## src/rtl/noise_lfsr_pkg.sv

```systemverilog
package noise_lfsr_pkg;

    localparam int LFSR_W  = 23;
    localparam int WAVE_W  = 12;
    localparam int TAP_N   = 8;
    localparam int TAP_LSB = WAVE_W - TAP_N;
    localparam int FB_HI   = 22;
    localparam int FB_LO   = 17;

    typedef logic [LFSR_W-1:0] lfsr_t;
    typedef logic [WAVE_W-1:0] wave_t;

    localparam lfsr_t SEED = '1;

    // Waveform select fields; bit 3 noise down to bit 0 triangle.
    typedef struct packed {
        logic noise;
        logic pulse;
        logic saw;
        logic tri_w;
    } wave_sel_t;

    // Register bit feeding output bit TAP_LSB + idx.
    function automatic int tap_pos(input int idx);
        case (idx)
            0:       return 0;
            1:       return 2;
            2:       return 5;
            3:       return 9;
            4:       return 11;
            5:       return 14;
            6:       return 18;
            default: return 20;
        endcase
    endfunction

    function automatic lfsr_t lfsr_next(input lfsr_t s);
        return {s[LFSR_W-2:0], s[FB_HI] ^ s[FB_LO]};
    endfunction

    // Mask applied by write-back: ones everywhere except taps, which take combo bits.
    function automatic lfsr_t wb_keep(input wave_t c);
        lfsr_t k;
        k = '1;
        for (int i = 0; i < TAP_N; i++) begin
            k[tap_pos(i)] = c[TAP_LSB + i];
        end
        return k;
    endfunction

endpackage

```

## src/rtl/noise_step_pipe.sv

```systemverilog
module noise_step_pipe #(
    parameter int DEPTH = 2
) (
    input  logic clk,
    input  logic rst,
    input  logic test_i,
    input  logic rise_i,
    output logic shift_fire_o,
    output logic last_stage_o
);
    localparam int PW = $clog2(DEPTH + 1);

    logic [PW-1:0] stage_q;

    always_ff @(posedge clk) begin
        if (rst) begin
            stage_q <= '0;
        end else if (!test_i) begin
            if (rise_i) begin
                stage_q <= PW'(DEPTH);
            end else if (stage_q != '0) begin
                stage_q <= stage_q - PW'(1);
            end
        end
    end

    assign last_stage_o = (stage_q == PW'(1));
    assign shift_fire_o = last_stage_o && !rise_i && !test_i;

endmodule

```

## src/rtl/noise_seed_timer.sv

```systemverilog
module noise_seed_timer #(
    parameter int HOLD_CYCLES = 32
) (
    input  logic clk,
    input  logic rst,
    input  logic test_i,
    output logic seed_load_o
);
    localparam int CW = $clog2(HOLD_CYCLES + 1);

    logic [CW-1:0] left_q;

    always_ff @(posedge clk) begin
        if (rst || !test_i) begin
            left_q <= CW'(HOLD_CYCLES);
        end else if (left_q != '0) begin
            left_q <= left_q - CW'(1);
        end
    end

    assign seed_load_o = test_i && (left_q == CW'(1));

endmodule

```

## src/rtl/noise_lfsr_core.sv

```systemverilog
module noise_lfsr_core
    import noise_lfsr_pkg::*;
(
    input  logic  clk,
    input  logic  rst,
    input  logic  seed_load_i,
    input  logic  shift_i,
    input  logic  wb_en_i,
    input  wave_t combo_i,
    output wave_t noise_o
);
    lfsr_t sr_q;
    lfsr_t keep_w;

    assign keep_w = wb_keep(combo_i);

    always_ff @(posedge clk) begin
        if (rst || seed_load_i) begin
            sr_q <= SEED;
        end else if (shift_i) begin
            sr_q <= lfsr_next(sr_q);
        end else if (wb_en_i) begin
            sr_q <= sr_q & keep_w;
        end
    end

    for (genvar g = 0; g < TAP_N; g++) begin : g_tap
        assign noise_o[TAP_LSB + g] = sr_q[tap_pos(g)];
    end
    assign noise_o[TAP_LSB-1:0] = '0;

endmodule

```

## src/rtl/noise_lfsr_gen.sv

```systemverilog
module noise_lfsr_gen
    import noise_lfsr_pkg::*;
#(
    parameter int HOLD_CYCLES = 32,
    parameter int STEP_DELAY  = 2
) (
    input  logic        clk,
    input  logic        rst,
    input  logic        test_i,
    input  logic        acc_b19_rise_i,
    input  logic [3:0]  wave_sel_i,
    input  logic [11:0] combo_i,
    output logic [11:0] noise_o
);
    wave_sel_t sel_w;
    logic      shift_fire_w;
    logic      last_stage_w;
    logic      seed_load_w;
    logic      wb_en_w;

    assign sel_w = wave_sel_t'(wave_sel_i);

    noise_step_pipe #(.DEPTH(STEP_DELAY)) i_pipe (
        .clk          (clk),
        .rst          (rst),
        .test_i       (test_i),
        .rise_i       (acc_b19_rise_i),
        .shift_fire_o (shift_fire_w),
        .last_stage_o (last_stage_w)
    );

    noise_seed_timer #(.HOLD_CYCLES(HOLD_CYCLES)) i_timer (
        .clk         (clk),
        .rst         (rst),
        .test_i      (test_i),
        .seed_load_o (seed_load_w)
    );

    assign wb_en_w = sel_w.noise && (sel_w.pulse || sel_w.saw || sel_w.tri_w)
                     && !test_i && !last_stage_w;

    noise_lfsr_core i_core (
        .clk         (clk),
        .rst         (rst),
        .seed_load_i (seed_load_w),
        .shift_i     (shift_fire_w),
        .wb_en_i     (wb_en_w),
        .combo_i     (combo_i),
        .noise_o     (noise_o)
    );

endmodule

```

## config.mk

```make
export PLATFORM = sky130hd
export DESIGN_NAME = noise_lfsr_gen
export DESIGN_NICKNAME = d
export VERILOG_FILES = /design/src/rtl/noise_lfsr_pkg.sv /design/src/rtl/noise_step_pipe.sv /design/src/rtl/noise_seed_timer.sv /design/src/rtl/noise_lfsr_core.sv /design/src/rtl/noise_lfsr_gen.sv
export SDC_FILE = /design/constraint.sdc
export NUM_CORES = 1
export LEC_CHECK = 0
export BUFFER_PORTS_ARGS = -buffer_cell sky130_fd_sc_hd__buf_2
export CAP_MARGIN = 0
export CORE_AREA = 4 4 80 82
export DETAILED_ROUTE_END_ITERATION = 10
export DIE_AREA = 0 0 84 86
export HOLD_SLACK_MARGIN = 0.08
export SYNTH_ARGS = -nofsm -noshare
export SYNTH_HDL_FRONTEND = slang
export SYNTH_SLANG_ARGS = --single-unit
```

## constraint.sdc

```tcl
create_clock -name clk -period 2.5 [get_ports clk]
set_input_delay 0.25 -clock clk [delete_from_list [all_inputs] [get_ports clk]]
set_output_delay 0.25 -clock clk [all_outputs]
set_load 0.005 [all_outputs]
```

==> flow_summary.json, run 1 <==
{
  "status": "completed",
  "startpoint_type": "flop",
  "antenna_found_initial": 0,
  "n_fill_cell": 634,
  "gp_congestion": 0.793,
  "coreArea_sq_um": 5750,
  "end_kind": "flop",
  "grt_usage_pct": 8.73,
  "clkTransAtPathRegs_ps": 60,
  "period_share_pct": 68.8,
  "grt_max_degree": 25,
  "numClockSinks": 31,
  "power.density_nw_per_um2": 654,
  "dp_cells": 248,
  "synth_xor_area_share_pct": 1.91,
  "skew_ps": 4.60,
  "cts_hold_buf": 0,
  "worstPathCellList": "inv_1 > ha_1 > or3b_1 > o311ai_0 > o211ai_1",
  "nNetsFinal": 205,
  "ir_worst_vdd_v": 0.000154,
  "htreeDepth": 2,
  "cts_buffer_depth": 2,
  "drive_gt1_share_pct": 21.1,
  "post_cts_buffers": 0,
  "drt_iter0_drc": 68,
  "finalSetupViolCount": 0,
  "yosys.area_share.simple_pct": 27.2,
  "synthMuxAreaShare_pct": 0,
  "critPathBufInv": 1,
  "arrival_ps": 1860,
  "min_path_type": "input port to flop",
  "ys_ff_latch": 31,
  "viasPerCell": 4.47,
  "worstHoldStart": "rst",
  "start_util_pct": 23.9,
  "post_cts_resize_count": 0,
  "ant_nets": 0,
  "root_buffer": "clkbuf_8",
  "detail_route.wl_per_cell_um": 11.4,
  "cts_tree": "built",
  "required_ps": 2640,
  "vias": 1139,
  "finalMaxSlewViolations": 0,
  "grt_pass1_vias": 1038,
  "grt_pass1_wl_mm": 4.91,
  "multi_input_area_sq_um": 636,
  "diodes": 0,
  "timing.final.crit_period_ps": 1720,
  "grt-ovfl-total": 0,
  "port-buffer-count": 23,
  "rsz0062_at_grt": "false",
  "fmax_mhz": 581,
  "final_common_cell": "nand2_1",
  "clk_latency_ps": 280,
  "die_h_um": 86,
  "ios": 32,
  "critPathSlowestCell": "or3b_1",
  "rr_startpoint": "i_pipe.stage_q[1]$_SDFFE_PP0P_",
  "dp_hpwl_mm": 1.96,
  "fp-row-count": 28,
  "routed_wl_mm": 2.91,
  "drv_cap": 0,
  "yosysWarnings": 0,
  "finalSetupTns_ps": 0,
  "drt-pass1-iter-count": 4,
  "synth_fa_ha_area_share_pct": 4.55,
  "cp_top_family": "simple AND/OR/NAND/NOR gates",
  "synth-compound-area-share_pct": 10.7,
  "cpPeakStageDelay_ps": 540,
  "cts_made_buffers": 5,
  "die_area_sq_um": 7220,
  "synthCells": 164,
  "ys_types": 28,
  "synth_top_family_by_area": "simple AND/OR/NAND/NOR gates",
  "power_leakage_nw": 0.669,
  "final_hold_viol_count": 0,
  "power_mw": 1.04,
  "path_class": "flop to flop",
  "final_cell_mix": "nand2_1 (38), dfxtp_1 (31), nand3_1 (23), buf_2 (23), o311ai_0 (8)",
  "instances_no_fill": 255,
  "netlist_area_sq_um": 1370,
  "cp_max_fo": 8,
  "route.detailed.drc": 0,
  "area_growth_pct": 16.0,
  "seq_area_frac_synth_pct": 45.2,
  "crit_path_start": "i_pipe.stage_q[1]$_SDFFE_PP0P_",
  "die_w_um": 84,
  "syn_area_per_cell_sq_um": 8.38,
  "seqCellArea_sq_um": 621
}
cells in the mapped netlist, drive strengths merged:
master / n / area share (%)
inv: 5 / 1.4
buf: 13 / 6.9
o211ai: 1 / 0.55
nor3b: 3 / 1.6
nor2b: 1 / 0.46
clkbuf: 7 / 1.9
o21ai: 5 / 1.8
o31ai: 1 / 0.55
and2: 1 / 0.46
nor3: 3 / 1.1
a21oi: 4 / 1.5
nand2: 38 / 10
or4: 3 / 1.9
nor2: 2 / 0.55
and2b: 1 / 0.64
conb: 1 / 0.27
dfxtp: 31 / 45
xnor2: 3 / 1.9
nand3: 23 / 8.4
o311a: 1 / 0.73
a31oi: 1 / 0.46
o311ai: 8 / 5.1
ha: 5 / 4.6
or3b: 2 / 1.3
nor4: 1 / 0.46
worst paths after layout:
check                           cells past startpoint  slack (ps)                             end
worst max-delay path                                5         780     i_core.sr_q[0]$_SDFFE_PP1P_
worst min register to register                      2         470     i_core.sr_q[1]$_SDFFE_PP1P_
worst max register to register                      5         780     i_core.sr_q[0]$_SDFFE_PP1P_
worst min-delay path                                2         190  i_pipe.stage_q[0]$_SDFFE_PP0P_
report_power, final:
| group | switching, mW | internal, mW |
|---|---|---|
| clock network | 0.178 | 0.216 |
| logic | 0.0582 | 0.0548 |
| registers | 0.0192 | 0.517 |
| total | 0.255 | 0.787 |
stage by stage:
step	hold slack, ps	cell area [sq um]	utilization, %	setup WS, ps
3_3_place_gp	449	1510	26.2	818
5_1_grt	205	1590	27.7	639
3_5_place_dp	454	1510	26.2	789
4_1_cts	194	1590	27.7	759
2_1_floorplan	319	1390	-	948
6_report	190	1590	27.7	779
layout make-up:
type | count | area share (%)
Sequential cell | 31 | 38.9
Timing Repair Buffer | 26 | 8.63
Inverter | 5 | 1.18
Clock buffer | 6 | 5.18
Clock inverter | 1 | 0.314
Tap cell | 75 | 5.89
Multi-Input combinational cell | 111 | 39.9
sequential cells by signal, indices dropped and copies added, names as in the netlist:
signal / flops
i_core.sr_q: 23
i_timer.left_q: 6
i_pipe.stage_q: 2
layer usage:
metal,global-route usage (%),part of all wire (%)
met3,3.07,5.7
met2,13.1,45
met1,10.4,47
met4,6.14,3.1
met5,0,0
worst register-to-register path: cells and delay by family (launching register included):
family	cells	cell delay [ps]
buf+inv	1	60
fa+ha+maj	1	200
simple gates	1	540
flops	1	310
compound gates	2	490
logic make-up (layout without fill, tap and decap cells):
kind of cell | after synthesis | count (layout)
compound gates | 21 | 21
xor+xnor | 3 | 3
fa+ha+maj | 5 | 5
buf+inv | 25 | 38
flops | 31 | 31
other cells | 1 | 4
simple gates | 78 | 78
Note: power is estimated with default switching activity, not from simulation.
==> run 2: changes to the inputs <==
clock period = 1.4 ns   (was 2.5 ns; I/O delays follow)
==> flow_summary.json, run 2 (same netlist as run 1, synthesis figures left out) <==
{
  "status": "complete, but fails checks",
  "violations": "negative setup slack",
  "rsz0062_at_grt": "true",
  "met2_length_mm": 1.74,
  "regMostFlops": "i_core.sr_q",
  "postLayoutCoreUtil_pct": 35.2,
  "grt_pass1_wl_mm": 5.39,
  "ir_worst_vdd_v": 0.000453,
  "antenna_found_initial": 0,
  "timing.final.crit_period_ps": 1470,
  "nNetsFinal": 227,
  "dr_wl_met3_um": 198,
  "seqCellArea_sq_um": 624,
  "drv_cap": 0,
  "finalSetupViolCount": 18,
  "area_growth_pct": 47.4,
  "routed_wl_mm": 3.67,
  "fp-row-count": 28,
  "largestRegisters": "i_core.sr_q x23, i_timer.left_q x6, i_pipe.stage_q x2",
  "ios": 32,
  "instances_no_fill": 278,
  "ant_nets": 0,
  "start_util_pct": 23.9,
  "final_cell_mix": "nand2_1 (38), dfxtp_1 (28), buf_2 (23)",
  "worst_pin_slew_ps": 1380,
  "viasPerCell": 4.59,
  "cts_tree": "built",
  "period_share_pct": 105,
  "final_common_cell": "nand2_1",
  "root_buffer": "clkbuf_8",
  "drt_iter0_drc": 60,
  "dp_hpwl_mm": 2.08,
  "die_w_um": 84,
  "cts_made_buffers": 5,
  "met1_length_mm": 1.69,
  "diodes": 0,
  "worstPathCellList": "inv_2 > ha_4 > or3b_4 > o311ai_2 > nand3_1",
  "numClockSinks": 31,
  "min_path_type": "input port to flop",
  "dp_cells": 259,
  "required_ps": 1560,
  "drt-pass1-iter-count": 4,
  "n_fill_cell": 612,
  "skew_ps": 4.25,
  "die_h_um": 86,
  "gp_congestion": 0.805,
  "grt_pass1_vias": 1146,
  "htreeDepth": 2,
  "coreArea_sq_um": 5750,
  "drive_gt1_share_pct": 42.4,
  "cpPeakStageDelay_ps": 450,
  "path_class": "flop to flop",
  "clk_latency_ps": 280,
  "slew_headroom_pct": 7.29,
  "route.detailed.drc": 0,
  "power_leakage_nw": 0.841,
  "end_kind": "flop",
  "grt_usage_pct": 9.41,
  "vias": 1277,
  "multi_input_area_sq_um": 816,
  "fmax_mhz": 682,
  "final_hold_viol_count": 0,
  "startpoint_type": "flop",
  "detail_route.wl_per_cell_um": 13.2,
  "cts_buffer_depth": 2,
  "largest_register_ffs": 23,
  "highest_layer": "met4",
  "grt-ovfl-total": 0,
  "critPathSlowestCell": "or3b_4",
  "cp_max_fo": 8,
  "grt_max_degree": 24,
  "die_area_sq_um": 7220,
  "power.density_nw_per_um2": 1100,
  "arrival_ps": 1630,
  "clkTransAtPathRegs_ps": 70,
  "timing.final.ws_setup_ps": -65.7,
  "port-buffer-count": 23,
  "finalMaxSlewViolations": 0
}
## run 2: worst paths after layout
path	start	end	slack, ps	cells after the start
setup / recovery	i_pipe.stage_q[1]$_SDFFE_PP0P_	i_core.sr_q[5]$_SDFFE_PP1P_	-70	5
hold / removal	combo_i[6]	i_core.sr_q[5]$_SDFFE_PP1P_	120	3
setup reg to reg	i_pipe.stage_q[1]$_SDFFE_PP0P_	i_core.sr_q[5]$_SDFFE_PP1P_	-70	5
hold reg to reg	i_core.sr_q[10]$_SDFFE_PP1P_	i_core.sr_q[10]$_SDFFE_PP1P_	470	2
## run 2: critical path, delay by kind of cell, from the launching register on
family / cells / cell delay, ps
buffers and inverters: 1 / 40
AO/OA/AOI/OAI: 1 / 300
flip-flops: 1 / 320
AND/OR/NAND/NOR: 2 / 540
adder cells (fa/ha/maj): 1 / 140
## run 2: through the flow
| step | worst slack, ps | area [sq um] | TNS [ps] | hold slack (ps) | power (mW) |
|---|---|---|---|---|---|
| after CTS | -42.4 | 1810 | -144 | 116 | 2.17 |
| after global placement | -132 | 1630 | -937 | 365 | 1.23 |
| after global routing | -156 | 2020 | -2270 | 105 | 2.33 |
| after detailed placement | -150 | 1630 | -1110 | 372 | 1.24 |
| after floorplan | -73.3 | 1440 | -393 | 202 | 1.14 |
| final | -65.7 | 2020 | -509 | 115 | 2.22 |
## run 2: repair_timing
action                     4_1_cts  5_1_grt
pin swaps                        1        3
hold endpoints to repair         1        0
setup buffers                    2        2
cloned                           2        4
resized for setup                5       25
hold buffers                     1        0
setup endpoints to repair       11       27
## run 2: per-layer routing
metal / up-vias / track usage (%)
met1: 609 / 11.7
met2: 30 / 15.0
met5: - / 0
met3: 7 / 3.46
li1: 631 / -
met4: 0 / 3.36
## run 2: cell type report
| class | instances | share of cell area, % |
|---|---|---|
| well taps | 75 | 4.64 |
| inverters | 5 | 0.927 |
| flip-flops and latches | 31 | 30.8 |
| multi-input cells | 114 | 40.3 |
| clock buffers | 6 | 4.08 |
| repair buffers | 45 | 17.5 |
| clock inverters | 2 | 1.73 |
## run 2: report_power, final
part           switching, mW  internal [mW]
clock network          0.336          0.575
logic                  0.158          0.190
registers             0.0347          0.924
total                  0.528           1.69
